$ cat config.mk
export PLATFORM = sky130hd
export DESIGN_NAME = chain_cipher_dma
export DESIGN_NICKNAME = d
export VERILOG_FILES = /design/src/rtl/chain_cipher_dma.sv
export SDC_FILE = /design/constraint.sdc
export NUM_CORES = 2
export LEC_CHECK = 0
export ABC_CLOCK_PERIOD_IN_PS = 10700
export BUFFER_PORTS_ARGS = -buffer_cell sky130_fd_sc_hd__buf_2
export CAP_MARGIN = 20
export CORE_AREA = 2 2 317 319
export DETAILED_ROUTE_END_ITERATION = 7
export DIE_AREA = 0 0 319 321
export PLACE_DENSITY = 0.77
export SETUP_SLACK_MARGIN = 0.02
export SYNTH_ARGS = -nofsm -noshare
export SYNTH_HDL_FRONTEND = slang
export SYNTH_SLANG_ARGS = --single-unit
$ cat constraint.sdc
create_clock -name clk -period 10.7 [get_ports clk]
set_input_delay 2.14 -clock clk [delete_from_list [all_inputs] [get_ports clk]]
set_output_delay 2.14 -clock clk [all_outputs]
set_load 0.02 [all_outputs]
$ cat src/rtl/chain_cipher_dma.sv
module chain_cipher_dma #(
  parameter int MAX_DESC  = 64,
  parameter int KEY_SLOTS = 3
) (
  input  logic                     clk,
  input  logic                     rst_n,
  input  logic                     reg_we,
  input  logic [2:0]               reg_addr,
  input  logic [31:0]              reg_wdata,
  output logic [31:0]              reg_rdata,
  output logic [1:0]               irq,
  output logic                     mem_req,
  output logic                     mem_we,
  output logic [31:0]              mem_addr,
  output logic [31:0]              mem_wdata,
  input  logic                     mem_ack,
  input  logic [31:0]              mem_rdata,
  output logic                     cph_in_valid,
  input  logic                     cph_in_ready,
  output logic [127:0]             cph_in_data,
  output logic                     cph_first,
  output logic [3:0]               cph_mode,
  output logic [1:0]               cph_bmode,
  output logic                     cph_enc,
  output logic [KEY_SLOTS*128-1:0] cph_key,
  input  logic                     cph_out_valid,
  output logic                     cph_out_ready,
  input  logic [127:0]             cph_out_data
);
  localparam int CW = $clog2(MAX_DESC);
  localparam int KW = KEY_SLOTS * 128;

  typedef enum logic [3:0] {
    S_IDLE, S_FETCH, S_CLAIM, S_KEY, S_BRD, S_SEND, S_RECV, S_BWR, S_STEP, S_END
  } state_t;

  state_t          state;
  logic [1:0]      ch_busy;
  logic [31:0]     ch_ptr [2];
  logic [CW-1:0]   ch_cnt [2];
  logic [2:0]      ch_stat [2];
  logic [KW-1:0]   key_st [2];
  logic            act, rr_last;
  logic [1:0]      widx;
  logic [31:0]     d_ctrl, d_src, d_dst;
  logic [12:0]     blk;
  logic [127:0]    blk_buf;
  logic [2:0]      end_code;

  wire        pick     = ch_busy[!rr_last] ? !rr_last : rr_last;
  wire        is_key   = d_ctrl[23:20] == 4'd1;
  wire        err_len  = !is_key && (d_ctrl[3:0] != 4'd0);
  wire        err_max  = (ch_cnt[act] == CW'(MAX_DESC - 1)) && !d_ctrl[18];
  wire        desc_err = err_len || err_max;
  wire [12:0] nblk     = d_ctrl[16:4];
  wire [31:0] blk_off  = {15'd0, blk, 4'd0};
  wire [31:0] w_off    = {28'd0, widx, 2'd0};
  wire [1:0]  slot     = d_dst[5:4];

  assign irq[0]        = ch_stat[0] != 3'd0;
  assign irq[1]        = ch_stat[1] != 3'd0;
  assign cph_in_valid  = state == S_SEND;
  assign cph_out_ready = state == S_RECV;
  assign cph_in_data   = blk_buf;
  assign cph_first     = blk == 13'd0;
  assign cph_mode      = d_ctrl[23:20];
  assign cph_bmode     = d_ctrl[27:26];
  assign cph_enc       = d_ctrl[28];
  assign cph_key       = key_st[act];

  always_comb begin
    case (reg_addr)
      3'd0:    reg_rdata = {ch_ptr[0][31:2], 1'b0, ch_busy[0]};
      3'd1:    reg_rdata = {ch_ptr[1][31:2], 1'b0, ch_busy[1]};
      3'd4:    reg_rdata = {29'd0, ch_stat[0]};
      3'd5:    reg_rdata = {29'd0, ch_stat[1]};
      default: reg_rdata = 32'd0;
    endcase
  end

  always_comb begin
    mem_req   = 1'b0;
    mem_we    = 1'b0;
    mem_addr  = 32'd0;
    mem_wdata = 32'd0;
    case (state)
      S_FETCH: begin mem_req = 1'b1; mem_addr = ch_ptr[act] + w_off; end
      S_CLAIM: begin
        mem_req   = 1'b1;
        mem_we    = 1'b1;
        mem_addr  = ch_ptr[act];
        mem_wdata = {1'b0, d_ctrl[30] | desc_err, d_ctrl[29:0]};
      end
      S_KEY:   begin mem_req = 1'b1; mem_addr = d_src + w_off; end
      S_BRD:   begin mem_req = 1'b1; mem_addr = d_src + blk_off + w_off; end
      S_BWR: begin
        mem_req   = 1'b1;
        mem_we    = 1'b1;
        mem_addr  = d_dst + blk_off + w_off;
        mem_wdata = blk_buf[32*widx +: 32];
      end
      default: ;
    endcase
  end

  always_ff @(posedge clk or negedge rst_n) begin
    if (!rst_n) begin
      state    <= S_IDLE;
      ch_busy  <= 2'b00;
      act      <= 1'b0;
      rr_last  <= 1'b1;
      widx     <= 2'd0;
      d_ctrl   <= 32'd0;
      d_src    <= 32'd0;
      d_dst    <= 32'd0;
      blk      <= 13'd0;
      blk_buf  <= 128'd0;
      end_code <= 3'd0;
      for (int n = 0; n < 2; n++) begin
        ch_ptr[n]  <= 32'd0;
        ch_cnt[n]  <= '0;
        ch_stat[n] <= 3'd0;
        key_st[n]  <= '0;
      end
    end else begin
      for (int n = 0; n < 2; n++) begin
        if (reg_we && reg_addr == 3'(n) && reg_wdata[1] && !ch_busy[n]) begin
          ch_busy[n] <= 1'b1;
          ch_ptr[n]  <= {reg_wdata[31:2], 2'b00};
          ch_cnt[n]  <= '0;
        end
        if (reg_we && reg_addr == 3'(4 + n) && reg_wdata == 32'hF)
          ch_stat[n] <= 3'd0;
      end

      case (state)
        S_IDLE: if (ch_busy != 2'b00) begin
          act     <= pick;
          rr_last <= pick;
          widx    <= 2'd0;
          state   <= S_FETCH;
        end
        S_FETCH: if (mem_ack) begin
          widx <= widx + 2'd1;
          case (widx)
            2'd0:    d_ctrl <= mem_rdata;
            2'd1:    d_src  <= mem_rdata;
            default: begin
              d_dst <= mem_rdata;
              widx  <= 2'd0;
              if (d_ctrl[31]) state <= S_CLAIM;
              else begin end_code <= 3'd5; state <= S_END; end
            end
          endcase
        end
        S_CLAIM: if (mem_ack) begin
          widx <= 2'd0;
          blk  <= 13'd0;
          if (desc_err)             begin end_code <= 3'd3; state <= S_END; end
          else if (is_key)          state <= S_KEY;
          else if (nblk == 13'd0)   state <= S_STEP;
          else                      state <= S_BRD;
        end
        S_KEY: if (mem_ack) begin
          if (int'(slot) < KEY_SLOTS)
            key_st[act][int'(slot)*128 + int'(widx)*32 +: 32] <= mem_rdata;
          widx <= widx + 2'd1;
          if (widx == 2'd3) state <= S_STEP;
        end
        S_BRD: if (mem_ack) begin
          blk_buf[32*widx +: 32] <= mem_rdata;
          widx <= widx + 2'd1;
          if (widx == 2'd3) state <= S_SEND;
        end
        S_SEND: if (cph_in_ready) state <= S_RECV;
        S_RECV: if (cph_out_valid) begin
          blk_buf <= cph_out_data;
          widx    <= 2'd0;
          state   <= S_BWR;
        end
        S_BWR: if (mem_ack) begin
          widx <= widx + 2'd1;
          if (widx == 2'd3) begin
            if (blk == nblk - 13'd1) state <= S_STEP;
            else begin blk <= blk + 13'd1; state <= S_BRD; end
          end
        end
        S_STEP: begin
          if (d_ctrl[18]) begin
            end_code <= 3'd1;
            state    <= S_END;
          end else begin
            ch_ptr[act] <= ch_ptr[act] + 32'd12;
            ch_cnt[act] <= ch_cnt[act] + 1'b1;
            state       <= S_IDLE;
          end
        end
        S_END: begin
          ch_stat[act] <= end_code;
          ch_busy[act] <= 1'b0;
          state        <= S_IDLE;
        end
        default: state <= S_IDLE;
      endcase
    end
  end
endmodule


==> metrics.yaml <==
synthesis:
  syn_avg_cell_area_um2: 10.39
  synth_cells: 5198
  synth_top_area_share_pct: 50.90
  ys_seq_area_share_pct: 50.95
  synthArstFlopShare_pct: 100.0
  ys_top_cells_by_area: "dfrtp_1, mux2_2, o21ai_0"
  syn-cell-area_um2: 54030
  ys_ff_latch: 1100
  synth_fp_nets: 5453
  ys_warn_count: 0
  yosysUniqueCellTypes: 87
  yosysTopAreaCell: "dfrtp_1"
  ys.flop_type: "dfrtp_1"
  synth_edf_count: 0
floorplan:
  rows: 116
  core-area_um2: 99280
  io_pins: 823
  dieArea_um2: 102400
  initial_core_util_pct: 54.43
  die_x_um: 319
  die_y_um: 321
sta:
  max_slew_margin_pct: 25.11
  rsz0062_at_grt: "false"
  tns_ns: 0
  post-route-period-util_pct: 70.44
  drv_slew: 0
  clock-skew-final_ns: 0.03708
  finalCriticalPeriod_ns: 7.537
  setup_viol: 0
  hold_viol: 0
  fmax_mhz: 132.7
  tightest_slew_ns: 1.123
grt:
  antenna_found_initial: 40
  grt_usage_pct: 38.09
  grt_pass1_vias: 44130
  grt_max_degree: 185
  gr-total-overflow: 0
  grt_pass1_wl_um: 292500
critical_path:
  arrival_ns: 5.40
  r2r_cells: 11
  critPathLaunch: "act"
  required_ns: 8.56
  r2r-end: "key_st[648]"
  rr_startpoint: "widx[0]"
  ff2ff_setup_slack_ns: 5.14
  criticalPathCategory: "register to output port"
  crit_path_end_kind: "output port"
  worstSetupStartpointType: "register"
  crit_fanout: 59
placement:
  placed_cells: 7015
  gp_congestion: 1.002
  place_area_um2: 59120
  io_buffers: 822
  dp_hpwl_um: 134600
cells_and_area:
  layout_commonest_cell: "dfrtp_1"
  most-common-layout-cells: "dfrtp_1, buf_2, nand2_1"
  drive_above_1_share_pct: 31.13
  utilization_pct: 63.70
  multi_input_area_um2: 24950
  fin_area_um2: 63230
  nFillCells: 7941
  nNetsFinal: 6092
  seqCellArea_um2: 27540
  area_growth_pct: 17.03
  instances_no_fill: 7250
route:
  num_vias: 45580
  drt_iter0_markers: 5000
  dr.pass1.iters: 8
  ant_nets: 0
  wl_per_cell_um: 27.51
  routed_wl_um: 199400
  vias_per_cell: 6.286
  drc: 0
clock_network:
  cts_hold_buf: 0
  cts_sinks: 1100
  cts_setup_buffers: 0
  tritoncts: "done"
  clk_pin_slew_ns: 0.06
  cts_htree_levels: 3
  clock_latency_ns: 0.74
  root_buffer: "clkbuf_16"
  cts_buffers: 113
  clock_path_buffers: 3
  cts_resized: 0
worst_hold_path:
  hp-start: "key_st[464]"
  hold_path_depth: 2
  hp-class: "register to register"
  hold_path_end: "key_st[464]"
run_status:
  status: "finished, final reports clean"
run:
  drv_cap: 0
pwr:
  p_per_area_nw_per_um2: 204.4
  ir_drop_mv: 0.2136
  power.leakage_uw: 0.03027
[report_power, final]
part | switching, uW | internal [uW]
clock network | 1750 | 2440
registers | 442 | 4510
logic | 2620 | 1160
total | 4810 | 8110
[worst max-delay path by stage]
stage	end	slack (ns)	depth (start not counted)
after global placement	mem_addr[29]	4.10	13
after detailed placement	mem_addr[29]	4.14	13
final	mem_addr[29]	3.16	13
after floorplan	mem_addr[29]	4.46	20
after CTS	mem_addr[29]	3.35	13
after global routing	mem_addr[29]	3.07	13
[critical path: stages (launching register included)]
cell and delay, ns:
dfrtp_4 0.93, mux2i_1 0.51, nand2_1 0.10, o21a_1 0.14, ha_1 0.27, a21oi_1 0.34
nor4_1 0.10, a31oi_1 0.56, or2_0 0.48, nor3_1 0.11, xor2_1 0.17, a221oi_1 0.41
nand4_1 0.28, buf_2 0.24
[metal layers]
layer / vias up / track usage, % / part of all wire [%]
li1: 19800 / - / -
met1: 22580 / 49.34 / 38
met2: 2557 / 57.04 / 44
met3: 629 / 9.955 / 10
met4: 14 / 24.45 / 7.1
met5: - / 0 / 0.049
[logic make-up (layout without fill, tap and decap cells)]
logic type,Yosys count,in the layout,share of synthesized area [%]
and+or+nand+nor,1406,1406,11.38
AOI/OAI and AO/OA,1318,1318,14.50
DFF,1100,1100,50.95
muxes,775,775,16.72
buffers and inverters,425,1157,3.223
xor gates and xnor gates,120,120,1.945
adders and majority gates,54,54,1.292
other,0,22,0
[metrics by stage]
| stage | hold WS, ns | worst slack (ns) | power [uW] |
|---|---|---|---|
| 6_report | 0.4715 | 3.163 | 12930 |
| 5_1_grt | 0.4851 | 3.068 | 13370 |
| 4_1_cts | 0.4777 | 3.349 | 12860 |
| 3_5_place_dp | 0.4643 | 4.142 | 8685 |
| 3_3_place_gp | 0.4548 | 4.096 | 8627 |
| 2_1_floorplan | 0.4429 | 4.464 | 7077 |
[final cells by class]
cell class / instances / share of cell area (%)
inverter: 37 / 0.2236
clock buffer: 165 / 5.241
timing repair buffer: 912 / 7.855
tap: 1298 / 2.568
multi-input combinational: 3673 / 39.46
antenna: 22 / 0.08706
sequential: 1100 / 43.55
clock inverter: 43 / 1.019
[registers in the layout, indices dropped and copies added (netlist names)]
name	count
state	4
d_src	32
ch_ptr	64
cph_in_data	128
ch_cnt	12
ch_stat	6
act	1
end_code	3
d_dst	32
key_st	768
widx	2
d_ctrl	32
blk	13
rr_last	1
ch_busy	2
[Yosys cell counts (all sizes together), types with 6 or more instances]
cell type / n
or4: 13
a221oi: 6
nand4: 19
nor2: 254
a221o: 8
o21ai: 677
nand2b: 17
and4: 9
mux2i: 61
or3: 11
o211ai: 12
a21oi: 233
a22oi: 117
nor4b: 6
and3: 25
a211o: 6
o31ai: 17
nand2: 815
a22o: 67
nand3: 59
o2111ai: 7
dfrtp: 1099
a21o: 10
clkbuf: 284
mux2: 680
xnor2: 66
and2: 48
o22ai: 19
o221ai: 9
nor2b: 39
a32oi: 24
xor2: 54
a31oi: 18
a21boi: 8
a211oi: 38
buf: 104
nor3: 43
nor4: 22
o21bai: 6
mux4: 34
nor3b: 7
inv: 37
ha: 51
(Power assumes the default switching activity.)
